==> config.mk <==
export PLATFORM = sky130hd
export DESIGN_NAME = fbuf_flip_ctrl
export DESIGN_NICKNAME = d
export VERILOG_FILES = /design/src/rtl/fbf_pkg.sv /design/src/rtl/fbf_vsync_edge.sv /design/src/rtl/fbf_buf_regs.sv /design/src/rtl/fbf_flip_seq.sv /design/src/rtl/fbuf_flip_ctrl.sv
export SDC_FILE = /design/constraint.sdc
export NUM_CORES = 1
export LEC_CHECK = 0
export ABC_AREA = 1
export CORE_ASPECT_RATIO = 1.2
export CORE_MARGIN = 3
export CORE_UTILIZATION = 35
export CTS_CLUSTER_SIZE = 30
export DETAILED_ROUTE_END_ITERATION = 8
export GPL_TIMING_DRIVEN = 0
export SYNTH_ARGS = -nofsm -noshare
export SYNTH_HDL_FRONTEND = slang
export SYNTH_SLANG_ARGS = --single-unit
==> constraint.sdc <==
create_clock -name clk -period 2 [get_ports clk]
set_input_delay 0.4 -clock clk [delete_from_list [all_inputs] [get_ports clk]]
set_output_delay 0.4 -clock clk [all_outputs]
set_load 0.01 [all_outputs]
==> src/rtl/fbf_pkg.sv <==
package fbf_pkg;
   typedef enum logic {
      SLOT_EVEN = 1'b0,
      SLOT_ODD  = 1'b1
   } slot_e;

   localparam int unsigned NUM_SLOTS = 2;
   localparam int unsigned SLOT_SEL_W = 1;
endpackage

==> src/rtl/fbf_vsync_edge.sv <==
module fbf_vsync_edge #(
   parameter bit ACTIVE_LOW = 1'b0
) (
   input  logic clk,
   input  logic rst,
   input  logic vsync_i,
   output logic edge_o
);
   logic vs_eff;
   logic vs_q;

   generate
      if (ACTIVE_LOW) begin : g_low
         assign vs_eff = ~vsync_i;
      end else begin : g_high
         assign vs_eff = vsync_i;
      end
   endgenerate

   always_ff @(posedge clk) begin
      if (rst) vs_q <= 1'b0;
      else     vs_q <= vs_eff;
   end

   assign edge_o = vs_eff & ~vs_q;
endmodule

==> src/rtl/fbf_buf_regs.sv <==
module fbf_buf_regs #(
   parameter int unsigned ADDR_W = 32,
   parameter int unsigned NSLOT  = 2,
   localparam int unsigned SEL_W = (NSLOT > 1) ? $clog2(NSLOT) : 1
) (
   input  logic                         clk,
   input  logic                         rst,
   input  logic                         wr_en,
   input  logic [SEL_W-1:0]             wr_sel,
   input  logic [ADDR_W-1:0]            wr_data,
   input  logic                         commit,
   output logic [NSLOT-1:0][ADDR_W-1:0] act_o
);
   logic [NSLOT-1:0][ADDR_W-1:0] shd;

   generate
      for (genvar g = 0; g < NSLOT; g++) begin : g_slot
         always_ff @(posedge clk) begin
            if (rst) shd[g] <= '0;
            else if (wr_en && (wr_sel == SEL_W'(g))) shd[g] <= wr_data;
         end

         always_ff @(posedge clk) begin
            if (rst)         act_o[g] <= '0;
            else if (commit) act_o[g] <= shd[g];
         end
      end
   endgenerate
endmodule

==> src/rtl/fbf_flip_seq.sv <==
module fbf_flip_seq
   import fbf_pkg::*;
(
   input  logic  clk,
   input  logic  rst,
   input  logic  edge_i,
   input  logic  auto_i,
   input  logic  flip_req_i,
   output logic  commit_o,
   output slot_e slot_o
);
   logic auto_q;
   logic pend_q;

   assign commit_o = edge_i & (auto_q | pend_q);

   always_ff @(posedge clk) begin
      if (rst) begin
         auto_q <= 1'b0;
         pend_q <= 1'b0;
         slot_o <= SLOT_EVEN;
      end else begin
         if (edge_i)   auto_q <= auto_i;
         if (commit_o) slot_o <= slot_e'(~slot_o);
         pend_q <= (pend_q & ~commit_o) | flip_req_i;
      end
   end
endmodule

==> src/rtl/fbuf_flip_ctrl.sv <==
module fbuf_flip_ctrl
   import fbf_pkg::*;
#(
   parameter int unsigned ADDR_W           = 32,
   parameter int unsigned BANK_BIT         = 24,
   parameter bit          VSYNC_ACTIVE_LOW = 1'b0
) (
   input  logic              clk,
   input  logic              rst,
   input  logic              vsync,
   input  logic              wr_en,
   input  logic              wr_sel,
   input  logic [ADDR_W-1:0] wr_data,
   input  logic              auto_mode,
   input  logic              flip_req,
   output logic [ADDR_W-1:0] base_addr,
   output logic              bank_idx,
   output logic              flip_done
);
   localparam int unsigned NSLOT = NUM_SLOTS;

   generate
      if (BANK_BIT >= ADDR_W) begin : g_bad_bank
         $error("BANK_BIT must lie inside the address");
      end
      if (ADDR_W < 2) begin : g_bad_width
         $error("ADDR_W too small");
      end
   endgenerate

   logic                         vs_edge;
   logic                         commit;
   slot_e                        slot;
   logic [NSLOT-1:0][ADDR_W-1:0] act;

   fbf_vsync_edge #(.ACTIVE_LOW(VSYNC_ACTIVE_LOW)) u_edge (
      .clk     (clk),
      .rst     (rst),
      .vsync_i (vsync),
      .edge_o  (vs_edge)
   );

   fbf_flip_seq u_seq (
      .clk        (clk),
      .rst        (rst),
      .edge_i     (vs_edge),
      .auto_i     (auto_mode),
      .flip_req_i (flip_req),
      .commit_o   (commit),
      .slot_o     (slot)
   );

   fbf_buf_regs #(.ADDR_W(ADDR_W), .NSLOT(NSLOT)) u_regs (
      .clk     (clk),
      .rst     (rst),
      .wr_en   (wr_en),
      .wr_sel  (wr_sel),
      .wr_data (wr_data),
      .commit  (commit),
      .act_o   (act)
   );

   always_ff @(posedge clk) begin
      if (rst) flip_done <= 1'b0;
      else     flip_done <= commit;
   end

   assign base_addr = act[slot];
   assign bank_idx  = base_addr[BANK_BIT];
endmodule

==> results of run 1 <==
==> through the flow <==
step	hold slack (ns)	worst slack [ns]
6_report	0.451	-0.00310
5_1_grt	0.474	-0.0407
4_1_cts	0.453	-0.111
3_5_place_dp	0.445	-0.150
3_3_place_gp	0.442	-0.145
2_1_floorplan	0.429	0.427
==> layer usage <==
layer / vias up / track usage (%) / wire (µm)
li1: 2464 / - / -
met1: 2049 / 21.3 / 6430
met2: 81 / 28.3 / 6620
met3: 24 / 3.06 / 464
met4: 0 / 6.63 / 266
met5: - / 0 / 0
==> flip-flops by register name, indices dropped and copies added (netlist names) <==
register	flops
u_edge.vs_q	1
u_regs.act_o	64
u_regs.shd	64
u_seq.pend_q	1
flip_done	1
u_seq.slot_o	1
u_seq.auto_q	1
==> report_power, final <==
part / internal [W] / switching [W] / leakage, nW
Sequential: 0.00284 / 0.0000791 / 1.09
Combinational: 0.000485 / 0.000532 / 1.69
Clock: 0.00218 / 0.00116 / 0.312
==> layout make-up <==
| type | count | area (µm²) |
|---|---|---|
| well taps | 204 | 255 |
| multi-input cells | 466 | 2260 |
| clock inverters | 12 | 176 |
| plain buffers | 52 | 335 |
| repair buffers | 80 | 822 |
| flip-flops and latches | 133 | 2660 |
| clock buffers | 20 | 467 |
| fillers | 1588 | 7840 |
| inverters | 71 | 267 |
==> critical path: cells and delay by family, from the launching register on <==
family | cells | cell delay, ns
buffers and inverters | 4 | 0.51
flip-flops | 1 | 0.32
multiplexers | 1 | 0.35
==> final timing paths <==
path                                      from          endpoint  slack (ns)  cells past startpoint
worst max-delay path              u_seq.slot_o      base_addr[2]      -0.003                      5
worst min-delay path            u_regs.shd[54]    u_regs.shd[54]        0.45                      2
worst max register to register    u_seq.auto_q  u_regs.act_o[61]        0.75                      7
worst min register to register  u_regs.shd[54]    u_regs.shd[54]        0.45                      2
==> cells by family after synthesis <==
| group | after synthesis | share of synthesized area [%] |
|---|---|---|
| AOI/OAI and AO/OA | 98 | 9.06 |
| buffers and inverters | 123 | 10.2 |
| DFF | 133 | 49.2 |
| muxes | 32 | 6.65 |
| and+or+nand+nor | 336 | 25.0 |
==> layout by cell type (no fill, tap or decap), types with 18 or more instances in the layout <==
cell type          n
a21oi_1           33
buf_2             19
buf_4             19
buf_6             23
clkbuf_16         18
clkdlybuf4s50_1   39
dfxtp_1          132
inv_1             68
nand2_1           68
nand3_1           65
nor2_1           199
o21ai_0           65
==> timing repair <==
action	in CTS	in global routing
hold buffers	0	0
buffers inserted	3	3
resized for setup	130	40
endpoints found under the setup margin	33	9
cloned	1	1
==> impl_metrics.env, run 1 <==
export IMPL_min_period_ns=2.00
export IMPL_p_leak_nw=3.09
export IMPL_drc=0
export IMPL_post_drt_wl_per_cell_um=13.3
export IMPL_synth_warnings=0
export IMPL_yosysTopAreaCell="dfxtp_1"
export IMPL_cp_arrival_ns=1.60
export IMPL_die_w_um=120
export IMPL_synthesis_area_um2=5420
export IMPL_via_per_inst=4.45
export IMPL_hold_violations=0
export IMPL_timing_fmax_mhz=499
export IMPL_synth_seq_cells=133
export IMPL_timing_final_crit_share_pct=100
export IMPL_placed_area_um2=6390
export IMPL_dp_hpwl_um=9520
export IMPL_drive_gt1_share_pct=16.9
export IMPL_end_kind="output port"
export IMPL_yosysSeqAreaShare_pct=49.2
export IMPL_cts_path_max_buffers=2
export IMPL_status="complete, but fails checks"
export IMPL_synth_net_count=761
export IMPL_crit_required_ns=1.60
export IMPL_grt_max_degree=17
export IMPL_ys_top_cells_by_count="nor2_1 (199), dfxtp_1 (133), inv_1 (68), nand2_1 (68)"
export IMPL_critical_path_class="flop to output port"
export IMPL_fp_dieH_um=142
export IMPL_clkTransAtPathRegs_ns=0.06
export IMPL_setup_ws_ns=-0.00310
export IMPL_placedCellCount=998
export IMPL_worst_slew_pin_slew_ns=0.550
export IMPL_hp_class="flop to flop"
export IMPL_path_max_fanout=10
export IMPL_first_pass_iters=4
export IMPL_synth_top_cell_area_share_pct=49.2
export IMPL_slowest_stage="mux2_2"
export IMPL_gp_congestion=0.776
export IMPL_cts_root_buf="clkbuf_16"
export IMPL_clk_latency_ns=0.42
export IMPL_h_tree_depth=4
export IMPL_crit_chain="buf_6 -> buf_12 -> buf_12 -> mux2_2 -> buf_6"
export IMPL_drtIter0Drc=179
export IMPL_grt_pass1_vias=4559
export IMPL_synth_edf_count=0
export IMPL_yosys_top_cells_area="dfxtp_1 (49%), nor2_1 (14%), mux2_2 (6.7%)"
export IMPL_via_count=4618
export IMPL_synth_cells=722
export IMPL_setup_tns_ns=-0.00310
export IMPL_grt_antenna_before_repair=0
export IMPL_synth_avg_cell_area_um2=7.50
export IMPL_max_slew_margin_rel_pct=63.3
export IMPL_dieArea_um2=17000
export IMPL_core_area_um2=15100
export IMPL_cts_sinks=133
export IMPL_placementRows=49
export IMPL_gr_usage_all_layers_pct=16.8
export IMPL_finalPower_w=0.00728
export IMPL_grt_pass1_wl_um=22600
export IMPL_synth_flop_cell="dfxtp_1"
export IMPL_cts_buffers_inserted=17
export IMPL_nets=860
export IMPL_fin_cells=1038
export IMPL_n_antenna_cell=0
export IMPL_final_core_util_pct=48.0
export IMPL_violations="negative setup slack"
export IMPL_yosysMostFrequentCell="nor2_1"
export IMPL_ant_nets=0
export IMPL_p_per_area_nw_per_um2=1000
export IMPL_setup_viol=1
export IMPL_ys_types=17
export IMPL_skew_ns=0.00623
export IMPL_cts_tree="done"
export IMPL_fin_area_um2=7240
export IMPL_syn_to_final_growth_pct=33.8
export IMPL_critPathLaunchType="flop"
export IMPL_wirelength_um=13800
export IMPL_final_max_slew_violation_count=0
export IMPL_maxCapViolations=0
export IMPL_io_pins=73
export IMPL_overflow=0
export IMPL_synth_async_reset_ratio_pct=0
export IMPL_ir_worst_vdd_uv=473
export IMPL_slowest_delay_ns=0.35
export IMPL_start_util_pct=35.9
export IMPL_rsz0062_at_grt="true"
export IMPL_portBuffers=72
No activity file was read; power rests on OpenSTA's default activity.
==> run 2: changes to the inputs <==
--- a/config.mk
+++ b/config.mk
@@ -12,6 +12,7 @@
 export CTS_CLUSTER_SIZE = 30
 export DETAILED_ROUTE_END_ITERATION = 8
 export GPL_TIMING_DRIVEN = 0
+export SKIP_LAST_GASP = 1
 export SYNTH_ARGS = -nofsm -noshare
 export SYNTH_HDL_FRONTEND = slang
 export SYNTH_SLANG_ARGS = --single-unit
==> run 2 against run 1 <==
  * The run still ends with negative setup slack left
  * Clock skew is essentially flat
  * Combinational power decreased by 6%
  * Die area unchanged
  * Clock power about the same
  * Worst hold slack is essentially flat
  * Final area down 1.9%
  * Critical endpoint is now base_addr[19]
  * Sequential share of layout area is 0.71 points higher
  * First-iteration DRC count is 18% higher
  * Register-to-register slack worse by 0.03 ns
  * Flip-flop and latch count is the same
  * Clock-buffer cell count is the same
  * Power is 0.70% lower
==> impl_metrics.env, run 2 (same netlist as run 1, synthesis figures left out) <==
export IMPL_status="complete, but fails checks"
export IMPL_violations="negative setup slack"
export IMPL_cts_path_max_buffers=2
export IMPL_p_per_area_nw_per_um2=1020
export IMPL_critical_path_class="flop to output port"
export IMPL_die_w_um=120
export IMPL_drive_gt1_share_pct=17.0
export IMPL_placedCellCount=998
export IMPL_start_util_pct=35.9
export IMPL_crit_chain="buf_4 -> buf_12 -> buf_4 -> mux2_2 -> buf_2"
export IMPL_min_period_ns=2.01
export IMPL_p_leak_nw=3.05
export IMPL_cts_tree="done"
export IMPL_cts_buffers_inserted=17
export IMPL_slowest_stage="dfxtp_2"
export IMPL_drtIter0Drc=212
export IMPL_top_regs="u_regs.act_o (64), u_regs.shd (64)"
export IMPL_path_max_fanout=5
export IMPL_timing_final_crit_share_pct=101
export IMPL_skew_ns=0.00627
export IMPL_grt_max_degree=17
export IMPL_rsz0062_at_grt="true"
export IMPL_final_core_util_pct=47.1
export IMPL_worst_r2r_path_depth=7
export IMPL_grt_pass1_wl_um=22500
export IMPL_final_max_slew_violation_count=0
export IMPL_first_pass_iters=4
export IMPL_max_slew_margin_rel_pct=62.0
export IMPL_end_kind="output port"
export IMPL_via_count=4615
export IMPL_final_cell_mix="nor2_1 (199), dfxtp_1 (132), nand2_1 (68), inv_1 (68)"
export IMPL_layout_commonest_cell="nor2_1"
export IMPL_fin_cells=1039
export IMPL_rrSetupSlack_ns=0.72
export IMPL_clkTransAtPathRegs_ns=0.06
export IMPL_overflow=0
export IMPL_nets=861
export IMPL_io_pins=73
export IMPL_cts_sinks=133
export IMPL_via_per_inst=4.44
export IMPL_syn_to_final_growth_pct=31.2
export IMPL_n_antenna_cell=0
export IMPL_hp_class="flop to flop"
export IMPL_grt_pass1_vias=4557
export IMPL_critPathLaunchType="flop"
export IMPL_wirelength_um=13700
export IMPL_ir_worst_vdd_uv=472
export IMPL_dp_hpwl_um=9520
export IMPL_timing_fmax_mhz=497
export IMPL_placementRows=49
export IMPL_grt_antenna_before_repair=0
export IMPL_ant_nets=0
export IMPL_portBuffers=72
export IMPL_rr_endpoint="u_regs.act_o[56]"
export IMPL_cp_arrival_ns=1.61
export IMPL_dieArea_um2=17000
export IMPL_h_tree_depth=4
export IMPL_fp_dieH_um=142
export IMPL_cts_hold_buf=0
export IMPL_slowest_delay_ns=0.34
export IMPL_maxCapViolations=0
export IMPL_whs_path_depth=2
export IMPL_crit_top_cell="buf_4"
export IMPL_setup_tns_ns=-0.0152
export IMPL_setup_ws_ns=-0.0113
export IMPL_gp_congestion=0.776
export IMPL_crit_required_ns=1.60
export IMPL_setup_viol=2
export IMPL_hold_violations=0
export IMPL_clk_latency_ns=0.41
export IMPL_gr_usage_all_layers_pct=16.7
export IMPL_cts_root_buf="clkbuf_16"
export IMPL_post_drt_wl_per_cell_um=13.2
export IMPL_min_from="u_regs.shd[54]"
export IMPL_r2r_start="u_seq.auto_q"
export IMPL_place_ws_ns=-0.150
export IMPL_drc=0
export IMPL_min_to="u_regs.shd[54]"
export IMPL_core_area_um2=15100
export IMPL_worst_slew_pin_slew_ns=0.570
-- run 2: what timing repair did --
item | 4_1_cts | 5_1_grt
buffers inserted | 3 | 2
resized for setup | 66 | 56
endpoints found under the setup margin | 33 | 29
gates cloned | 1 | 3
-- run 2: stage by stage --
step	total power (W)	cell area, µm²	hold WS [ns]
global route	0.00752	7110	0.474
CTS	0.00726	7100	0.453
finish	0.00723	7110	0.451
global placement	0.00391	6390	0.442
detailed placement	0.00392	6390	0.445
floorplan	0.00355	5420	0.429
-- run 2: how the worst max path moves through the flow --
stage | from | to | cells past startpoint
after floorplan | u_seq.slot_o | base_addr[24] | 4
after global placement | u_seq.slot_o | base_addr[24] | 5
after detailed placement | u_seq.slot_o | base_addr[24] | 5
after CTS | u_seq.slot_o | base_addr[24] | 5
after global routing | u_seq.slot_o | base_addr[28] | 4
final | u_seq.slot_o | base_addr[19] | 5
-- run 2: worst max-delay path: cells and delay by family (launching register included) --
family / cells / cell delay (ns)
DFF: 1 / 0.34
buffers and inverters: 4 / 0.52
muxes: 1 / 0.34
-- run 2: cell type report --
type / count / area, µm²
buffer: 52 / 334
multi-input combinational: 466 / 2210
timing repair buffer: 81 / 731
inverter: 71 / 267
clock inverter: 12 / 176
tap: 204 / 255
fill: 1597 / 7980
sequential: 133 / 2660
clock buffer: 20 / 467
-- run 2: metal layers --
metal / global-route usage [%] / vias up / routed length [µm]
li1: - / 2469 / -
met1: 21.2 / 2033 / 6380
met2: 28.2 / 88 / 6540
met3: 3.10 / 25 / 536
met4: 6.63 / 0 / 284
met5: 0 / - / 0
-- run 2: power by group --
part	switching, W	internal [W]	total (W)
Sequential	0.0000785	0.00284	0.00292
Combinational	0.000522	0.000441	0.000963
Clock	0.00116	0.00218	0.00335
Total	0.00176	0.00546	0.00723
